==> src/rtl/irq_vec_pkg.sv <==
package irq_vec_pkg;
  typedef enum logic [1:0] {
    SEL_INDEX = 2'd0,
    SEL_WIN   = 2'd1,
    SEL_ACK   = 2'd2
  } port_sel_e;

  localparam logic [7:0] IADR_MASK = 8'h40;
  localparam logic [7:0] IADR_TRIG = 8'h50;
endpackage

==> src/rtl/irq_vec_regs.sv <==
module irq_vec_regs
  import irq_vec_pkg::*;
#(
  parameter int NSRC = 64,
  parameter int AW   = 8,
  localparam int IDW = $clog2(NSRC)
) (
  input  logic            clk,
  input  logic            rst_n,
  input  logic            wr_en_i,
  input  logic [1:0]      wr_sel_i,
  input  logic [NSRC-1:0] wr_data_i,
  input  logic [1:0]      rd_sel_i,
  output logic [NSRC-1:0] rd_data_o,
  output logic [NSRC-1:0] mask_o,
  output logic [NSRC-1:0] trig_o,
  output logic            ack_stb_o,
  output logic [IDW-1:0]  ack_id_o
);
  logic [AW-1:0]   idx_q, idx_d;
  logic [NSRC-1:0] mask_q, mask_d;
  logic [NSRC-1:0] trig_q, trig_d;
  logic            idx_en, mask_en, trig_en;

  always_comb begin
    idx_en  = wr_en_i && (wr_sel_i == SEL_INDEX);
    mask_en = wr_en_i && (wr_sel_i == SEL_WIN) && (idx_q == IADR_MASK);
    trig_en = wr_en_i && (wr_sel_i == SEL_WIN) && (idx_q == IADR_TRIG);
    idx_d   = wr_data_i[AW-1:0];
    mask_d  = wr_data_i;
    trig_d  = wr_data_i;
  end

  always_ff @(posedge clk or negedge rst_n) begin
    if (!rst_n) begin
      idx_q  <= '0;
      mask_q <= '1;
      trig_q <= '0;
    end else begin
      if (idx_en)  idx_q  <= idx_d;
      if (mask_en) mask_q <= mask_d;
      if (trig_en) trig_q <= trig_d;
    end
  end

  always_comb begin
    rd_data_o = '0;
    case (rd_sel_i)
      SEL_INDEX: rd_data_o = NSRC'(idx_q);
      SEL_WIN: begin
        if (idx_q == IADR_MASK)      rd_data_o = mask_q;
        else if (idx_q == IADR_TRIG) rd_data_o = trig_q;
      end
      default: rd_data_o = '0;
    endcase
  end

  assign mask_o    = mask_q;
  assign trig_o    = trig_q;
  assign ack_stb_o = wr_en_i && (wr_sel_i == SEL_ACK);
  assign ack_id_o  = wr_data_i[IDW-1:0];

  AST_UNUSED_ADDR_NO_WRITE: assert property (@(posedge clk) disable iff (!rst_n)
    (wr_en_i && wr_sel_i == SEL_WIN && idx_q != IADR_MASK && idx_q != IADR_TRIG)
      |=> ($stable(mask_q) && $stable(trig_q)));
endmodule

==> src/rtl/irq_vec_pending.sv <==
module irq_vec_pending #(
  parameter int NSRC = 64
) (
  input  logic            clk,
  input  logic            rst_n,
  input  logic [NSRC-1:0] irq_i,
  input  logic [NSRC-1:0] trig_i,
  input  logic [NSRC-1:0] take_i,
  output logic [NSRC-1:0] req_o
);
  logic [NSRC-1:0] prev_q, prev_d;
  logic [NSRC-1:0] epend_q, epend_d;
  logic [NSRC-1:0] rise;

  always_comb begin
    prev_d  = irq_i;
    rise    = irq_i & ~prev_q & ~trig_i;
    epend_d = (epend_q & ~take_i) | rise;
  end

  always_ff @(posedge clk or negedge rst_n) begin
    if (!rst_n) begin
      prev_q  <= '0;
      epend_q <= '0;
    end else begin
      prev_q  <= prev_d;
      epend_q <= epend_d;
    end
  end

  for (genvar s = 0; s < NSRC; s++) begin : g_src
    assign req_o[s] = trig_i[s] ? irq_i[s] : epend_q[s];
  end

  AST_EDGE_PEND_HELD: assert property (@(posedge clk) disable iff (!rst_n)
    1'b1 |=> ((($past(epend_q) & ~$past(take_i)) & ~epend_q) == '0));
endmodule

==> src/rtl/irq_vec_arbiter.sv <==
module irq_vec_arbiter #(
  parameter int NSRC = 64,
  localparam int IDW = $clog2(NSRC)
) (
  input  logic            clk,
  input  logic            rst_n,
  input  logic [NSRC-1:0] req_i,
  input  logic [NSRC-1:0] mask_i,
  input  logic            ack_stb_i,
  input  logic [IDW-1:0]  ack_id_i,
  output logic [NSRC-1:0] take_o,
  output logic            busy_o,
  output logic [IDW-1:0]  svc_id_o
);
  logic [NSRC-1:0] elig;
  logic [IDW-1:0]  pick;
  logic            any;
  logic            busy_q, busy_d;
  logic [IDW-1:0]  svc_q, svc_d;
  logic            svc_en;
  logic            ack_hit;

  always_comb begin
    elig = req_i & ~mask_i;
    pick = '0;
    any  = 1'b0;
    for (int i = NSRC - 1; i >= 0; i--) begin
      if (elig[i]) begin
        pick = IDW'(i);
        any  = 1'b1;
      end
    end
  end

  always_comb begin
    ack_hit = busy_q && ack_stb_i && (ack_id_i == svc_q);
    take_o  = (!busy_q && any) ? (NSRC'(1) << pick) : '0;
    svc_en  = !busy_q && any;
    svc_d   = pick;
    busy_d  = busy_q;
    if (ack_hit)      busy_d = 1'b0;
    else if (svc_en)  busy_d = 1'b1;
  end

  always_ff @(posedge clk or negedge rst_n) begin
    if (!rst_n) begin
      busy_q <= 1'b0;
      svc_q  <= '0;
    end else begin
      busy_q <= busy_d;
      if (svc_en) svc_q <= svc_d;
    end
  end

  assign busy_o   = busy_q;
  assign svc_id_o = svc_q;

  AST_HOLD_IN_SERVICE: assert property (@(posedge clk) disable iff (!rst_n)
    (busy_q && !(ack_stb_i && ack_id_i == svc_q)) |=> (busy_q && $stable(svc_q)));
  AST_NO_MASKED_TAKE: assert property (@(posedge clk) disable iff (!rst_n)
    $rose(busy_q) |-> (($past(mask_i) & (NSRC'(1) << svc_q)) == '0));
  AST_SINGLE_GRANT: assert property (@(posedge clk) disable iff (!rst_n)
    $onehot0(take_o));
  AST_LOWEST_WINS: assert property (@(posedge clk) disable iff (!rst_n)
    (take_o != '0) |-> (((take_o - NSRC'(1)) & elig) == '0));
endmodule

==> src/rtl/irq_vec_ctrl.sv <==
module irq_vec_ctrl #(
  parameter int NSRC     = 64,
  parameter int INST_IDX = 0,
  parameter int VW       = 16
) (
  input  logic            clk,
  input  logic            rst_n,
  input  logic [63:0]     irq_in,
  input  logic            wr_en,
  input  logic [1:0]      wr_sel,
  input  logic [63:0]     wr_data,
  input  logic [1:0]      rd_sel,
  output logic [63:0]     rd_data,
  output logic            cpu_irq,
  output logic [VW-1:0]   cpu_vec
);
  localparam int IDW = $clog2(NSRC);
  localparam logic [VW-1:0] VBASE = VW'(32'h800 + 1024 * INST_IDX);

  logic [NSRC-1:0] mask, trig, req, take;
  logic            ack_stb;
  logic [IDW-1:0]  ack_id;
  logic            busy;
  logic [IDW-1:0]  svc_id;

  irq_vec_regs #(.NSRC(NSRC)) regs_i (
    .clk(clk), .rst_n(rst_n),
    .wr_en_i(wr_en), .wr_sel_i(wr_sel), .wr_data_i(wr_data[NSRC-1:0]),
    .rd_sel_i(rd_sel), .rd_data_o(rd_data[NSRC-1:0]),
    .mask_o(mask), .trig_o(trig), .ack_stb_o(ack_stb), .ack_id_o(ack_id)
  );

  irq_vec_pending #(.NSRC(NSRC)) pend_i (
    .clk(clk), .rst_n(rst_n), .irq_i(irq_in[NSRC-1:0]), .trig_i(trig),
    .take_i(take), .req_o(req)
  );

  irq_vec_arbiter #(.NSRC(NSRC)) arb_i (
    .clk(clk), .rst_n(rst_n), .req_i(req), .mask_i(mask),
    .ack_stb_i(ack_stb), .ack_id_i(ack_id), .take_o(take),
    .busy_o(busy), .svc_id_o(svc_id)
  );

  if (NSRC < 64) begin : g_pad
    assign rd_data[63:NSRC] = '0;
  end

  assign cpu_irq = busy;
  assign cpu_vec = VBASE + (VW'(svc_id) << 4);
endmodule

==> config.mk <==
export PLATFORM = sky130hd
export DESIGN_NAME = irq_vec_ctrl
export DESIGN_NICKNAME = d
export VERILOG_FILES = /design/src/rtl/irq_vec_pkg.sv /design/src/rtl/irq_vec_regs.sv /design/src/rtl/irq_vec_pending.sv /design/src/rtl/irq_vec_arbiter.sv /design/src/rtl/irq_vec_ctrl.sv
export SDC_FILE = /design/constraint.sdc
export NUM_CORES = 1
export LEC_CHECK = 0
export CAP_MARGIN = 20
export CORE_MARGIN = 4
export CORE_UTILIZATION = 55
export DETAILED_ROUTE_END_ITERATION = 8
export GPL_TIMING_DRIVEN = 0
export PLACE_DENSITY = 0.91
export SYNTH_ARGS = -nofsm -noshare
export SYNTH_HDL_FRONTEND = slang
export SYNTH_SLANG_ARGS = --single-unit
==> constraint.sdc <==
create_clock -name clk -period 6.5 [get_ports clk]
set_input_delay 1.95 -clock clk [delete_from_list [all_inputs] [get_ports clk]]
set_output_delay 1.95 -clock clk [all_outputs]
set_load 0.02 [all_outputs]
# After elaboration in Yosys (flattened, before gate mapping)
# Index checks and enable logic that the tools add are counted.
[totals]
n_memories = 0
regBits = 271
input_bits = 135
ram_bits = 0
latch_bits = 0
mem_bits_ro = 0
[op_classes]
multipliers = 0
shift = 1
n_div = 0
addsub = 1
reduce_logical = 12
mux = 198
eq_ne = 6
bitwise = 9
order_cmp = 0
[op_table]
columns = ["op", "n"]
rows = [
  ["$mux 6", 64],
  ["$and 64x64->64", 4],
  ["$not 64->64", 4],
  ["$mux 64", 3],
  ["$mux 1", 130],
  ["$pmux 64 s2", 1],
  ["$or 64x64->64", 1],
  ["$shl 1x6->64 const A", 1],
  ["$eq 8x7->1 const B", 2],
  ["$add 12x10->13 const A", 1],
  ["$logic_and 1x1->1", 8],
  ["$eq 6x6->1", 1],
  ["$eq 2x1->1 const B", 2],
  ["$logic_not 2->1", 2],
  ["$eq 2x2->1 const B", 1],
  ["$reduce_bool 2->1", 1],
  ["$logic_not 1->1", 1],
]

# Logic depth before layout (Yosys ltp)
[depth]
depth_word = 71
depth_mapped = 10

# Hierarchy
# Synthesis repeated with hierarchy kept, for this count alone.
[hier_totals]
hier_cells = 1344
hier_area_um2 = 14267.4
[modules_own_cells]
columns = ["module", "area_each_um2", "instances", "seq_area_each_um2", "cells_each"]
rows = [
  ["irq_vec_regs", 6546.3, 1, 3483.3, 533],
  ["irq_vec_pending", 5285.1, 1, 3203.1, 448],
  ["irq_vec_arbiter", 2353.5, 1, 175.2, 351],
  ["irq_vec_ctrl", 82.6, 1, 0.0, 12],
]

# Worst setup path after synthesis
# Ideal clock, no wire load.
[synth_path]
path_kind = "in2out"
startpoint = "in rd_sel[1]"
endpoint = "out rd_data[10]"
arrival_time_ns = 2.821
setup_slack_ns = 1.729
n_path_buf = 2
stages = 4
path_cell_list = "nand3b_1 > clkbuf_1 > clkbuf_1 > nor2_1"
[synth_via]
elab_chain_cells = 2
elab_cells_between_ends = 3
classes_between = "eq/ne (1); mux (1); reduce/logical (1)"
[synth_lines]
columns = ["element", "line", "text"]
rows = [
  ["from (decl)", "irq_vec_ctrl.sv:12", "input logic [1:0] rd_sel,"],
  ["$eq 2x1->1 or $logic_not 2->1 (tied branches)", "irq_vec_regs.sv:48", "case (rd_sel_i)"],
  ["$pmux 64 s2 (*)", "irq_vec_regs.sv:48", ""],
  ["to (decl)", "irq_vec_ctrl.sv:13", "output logic [63:0] rd_data,"],
]
# Mark *: on every way between the ends. The rest lies on a longest branch, timed or not.

# Worst setup path after layout
[layout_path]
startpoint = "in rd_sel[1]"
endpoint = "out rd_data[63]"
# The elaborated chain is that of the path after synthesis.

==> impl.org <==
** STA
- Min Tclk post-route :: 6473 ps
- The final hold violation count came to 0.
- Post-route clock period utilization :: between 90% and 100%
- Achievable clock frequency :: between 0.15 and 0.2 GHz
- RSZ-0062 raised after global routing :: no
- Max_slew headroom :: 22.37%
- At the pin with the least slew margin, the transition time is ~1200 ps.
- Setup clock skew after layout :: 11.83 ps
- Number of setup violations in the final report :: 0
- Pins Over Slew Limit :: 0
- Smallest setup slack after layout :: 27.40 ps
- Worst hold-check slack :: approximately 500 ps

** Logic synthesis
- Number of warnings reported in the yosys synthesis log :: 0
- For this run, the leading register cell type out of synthesis is sky130_fd_sc_hd__dfrtp_1.
- Number of flip-flops and latches in the synthesized netlist :: around 270
- Distinct cell type count of the synthesized netlist :: 79
- Post-Syn Instances :: 1,178
- After synthesis, the mean cell area works out to 11.31 sq um.
- Post-synth EDFFs :: 0
- Of all flip-flops after synthesis, the portion carrying an async set or reset was between 90% and 100%.
- Of the synthesized area, sequential elements account for about 51%.
- After synthesis the cells add up to 0.01333 sq mm.

** Hold path
- For hold timing, the worst endpoint is pend_i.epend_q[0].
- Launch instance of the worst min-delay path :: pend_i.epend_q[0]
- Along the worst hold path, the cell count comes to 1.
- Kind of path behind the tightest hold check :: reg -> reg

** Worst setup path
- On the worst path, the slowest cell contributes a delay of 670 ps.
- STA puts the critical path data required time at approximately 4600 ps.
- Cell count of the worst reg-to-reg path :: 9
- STA classifies the critical path startpoint as an input pin.
- Crit path kind :: in -> out
- Kind of capture point of the worst setup path :: primary output
- Of all nets on the critical path, the largest fanout is 10.
- At the worst endpoint, the arrival time is roughly 4500 ps.
- Reg-to-reg endpoint :: pend_i.epend_q[54]
- The critical path goes through clkdlybuf4s50_1 -> nand3b_1 -> clkbuf_1 -> clkbuf_1 -> nor2_1 -> clkdlybuf4s50_1.
- Slowest cell on the critical path :: sky130_fd_sc_hd__clkbuf_1
- The startpoint identified for the worst register-to-register timing path is regs_i.trig_o[20].
- The setup check on the worst reg-to-reg path leaves a slack of 2930 ps.

** Die
- The die covers ~0.027 sq mm.
- The initialized floorplan defines between 50 and 60 standard-cell rows.
- Die extent in y :: 163.7 um
- Area of the placeable core :: about 0.024 sq mm
- Starting utilization of the core area :: 56.28%
- Pin placement for this block handled 216 I/O pins.
- The die is 163.7 um wide.

** Drt
- Drt total wl :: 40,910 um
- Number of iterations in the first detailed-routing pass :: 5
- The detail route stage leaves a number of antenna-violating nets equal to 0.
- Detailed router's first-iteration violation count :: 1,112
- Average vias per placed instance :: 6.254
- Number of vias in the routed layout :: 11,040
- # DRC :: 0
- Dividing the detail-routed wire length by the instance count gives between 20 and 25 um.

** GRT
- met2 is the most crowded layer.
- The first global-routing pass estimated between 60,000 and 70,000 um of wire.
- Overall routing resource usage :: 30.16%
- Met3 Track Usage GR :: 6.712%
- Via count of the first global-routing pass :: 11,550
- Met2 usage :: 47.33%
- Entering global routing, the biggest net connects 128 pins.
- Met1 Track Usage GR :: approximately two fifths
- After global routing the overflow that remains totals 0.
- Initial antenna violation count :: 2

** Clock network
- In this run the number of H-tree levels came out at 1.
- For this design, the CTS-stage hold fixing added 0 buffers.
- The longest clock path from root to sink contains 3 buffers.
- The later pin in the worst-skew pair is clocked with a latency of between 500 and 600 ps.
- Clk pin slew, worst setup/hold paths :: 60 ps
- TritonCTS built the clock tree.
- Count of buffers added by post-CTS timing repair for setup :: 0
- The cell sitting at the root of the clock tree is a sky130_fd_sc_hd__clkbuf_16.
- Number of clock sinks seen by CTS :: 271
- TritonCTS Buffers :: 28

** Placement
- The count of buffers added on input and output ports is 205.
- Total placed instance area :: 0.01587 sq mm
- Post-detailed-placement half-perimeter wirelength :: 29,210 um
- Routability-driven placement finished with a final weighted congestion of 0.8963.
- Before CTS, the worst setup slack after placement is 103.0 ps.

** Final layout
- In the layout the commonest cells are 207 x sky130_fd_sc_hd__dfrtp_1, 204 x sky130_fd_sc_hd__clkdlybuf4s50_1, 181 x sky130_fd_sc_hd__nor2_1.
- After filler insertion, the fill cell instance count of the layout stands at 1,611.
- Area overhead of the layout relative to synthesis :: 26.12%
- Final instance area :: 0.01681 sq mm
- Area occupied by registers :: 0.006862 sq mm
- Final #Nets :: 1,558
- Multi-input logic area :: 0.006130 sq mm
- Leaving out fill and tap cells, the most frequent cell in the layout is sky130_fd_sc_hd__dfrtp_1.
- Share of final-layout standard cells stronger than drive strength 1 :: 21.94%

** Power
- Across the VDD grid, the largest voltage drop is 0.1999 mV.
- Cell leakage power :: 0.006827 uW
- Power density relative to cell area :: 248.5 mW/mm^2

** Flow run
- Max-cap viol count :: 0

** Outcome
- Status :: finished clean
[routing by layer]
metal / part of all wire [%] / wire, um / vias up
met5: 0.032 / 13 / -
met4: 4.8 / 1965 / 2
met3: 9.6 / 3928 / 155
met2: 46 / 18870 / 631
met1: 39 / 16130 / 5429
li1: - / - / 4821
[critical path: cells and delay by family]
kind,cells,cell delay (ps)
simple gates,2,320
buf+inv,4,2240
[final cells by class]
class                   instances  share of cell area [%]
flip-flops and latches        271                   40.82
multi-input cells             838                   36.46
repair buffers                207                   12.56
clock buffers                  39                   4.778
well taps                     319                   2.374
plain buffers                  56                   1.727
clock inverters                13                  0.7964
inverters                      21                  0.4689
diodes                          1                 0.01489
[stage by stage]
stage	setup TNS, ps	util (%)	power [uW]	cells
2_1_floorplan	0	-	2250	1186
3_3_place_gp	-1836290	66.76	2532	1710
3_5_place_dp	0	67.01	2560	1712
4_1_cts	0	70.97	4173	1764
5_1_grt	0	70.98	4316	1765
6_report	0	70.98	4178	1765
[report_power, final]
group	switching, uW	internal (uW)
clock	679	945
combinational	339	289
sequential	106	1820
[repair_timing]
item	in CTS	in global routing
resized for setup	0	3
setup endpoints to repair	0	3
hold endpoints to repair	0	0
[sequential cells by signal (all words and copies together) (netlist names)]
register        count
regs_i.trig_o      64
pend_i.prev_q      64
arb_i.busy_o        1
arb_i.svc_id_o      6
regs_i.mask_o      64
pend_i.epend_q     64
regs_i.idx_q        8
[cell usage after synthesis, drive strengths merged (6+ instances only)]
library cell | count | area, sq um
a2111oi | 6 | 80.08
a211oi | 7 | 62.56
a21oi | 49 | 249.0
a22o | 7 | 61.31
a31oi | 37 | 231.5
buf | 32 | 198.9
clkbuf | 24 | 90.09
dfrtp | 207 | 5180
dfstp | 64 | 1682
inv | 21 | 78.83
mux2 | 136 | 1539
mux2i | 124 | 1245
nand2 | 29 | 108.9
nand4 | 6 | 37.54
nor2 | 184 | 698.2
nor3 | 7 | 40.04
nor3b | 31 | 232.7
nor4 | 14 | 127.6
o211ai | 16 | 120.1
o21ai | 31 | 155.1
o22a | 13 | 113.9
o22ai | 37 | 237.7
or2 | 14 | 87.59
[how the worst max path moves through the flow]
stage | endpoint | startpoint
global route | rd_data[63] | rd_sel[1]
global placement | pend_i.prev_q[42] | rst_n
CTS | rd_data[63] | rd_sel[1]
finish | rd_data[63] | rd_sel[1]
floorplan | rd_data[10] | rd_sel[1]
detailed placement | rd_data[63] | rd_sel[1]
[logic make-up after synthesis]
logic type | count (synthesis) | share of synthesized area, %
simple gates | 317 | 11.75
flops | 271 | 51.48
mux | 260 | 20.89
compound gates | 245 | 12.67
buf+inv | 77 | 2.760
xor+xnor | 6 | 0.3943
other cells | 2 | 0.05634
No activity file was read; power rests on OpenSTA's default activity.
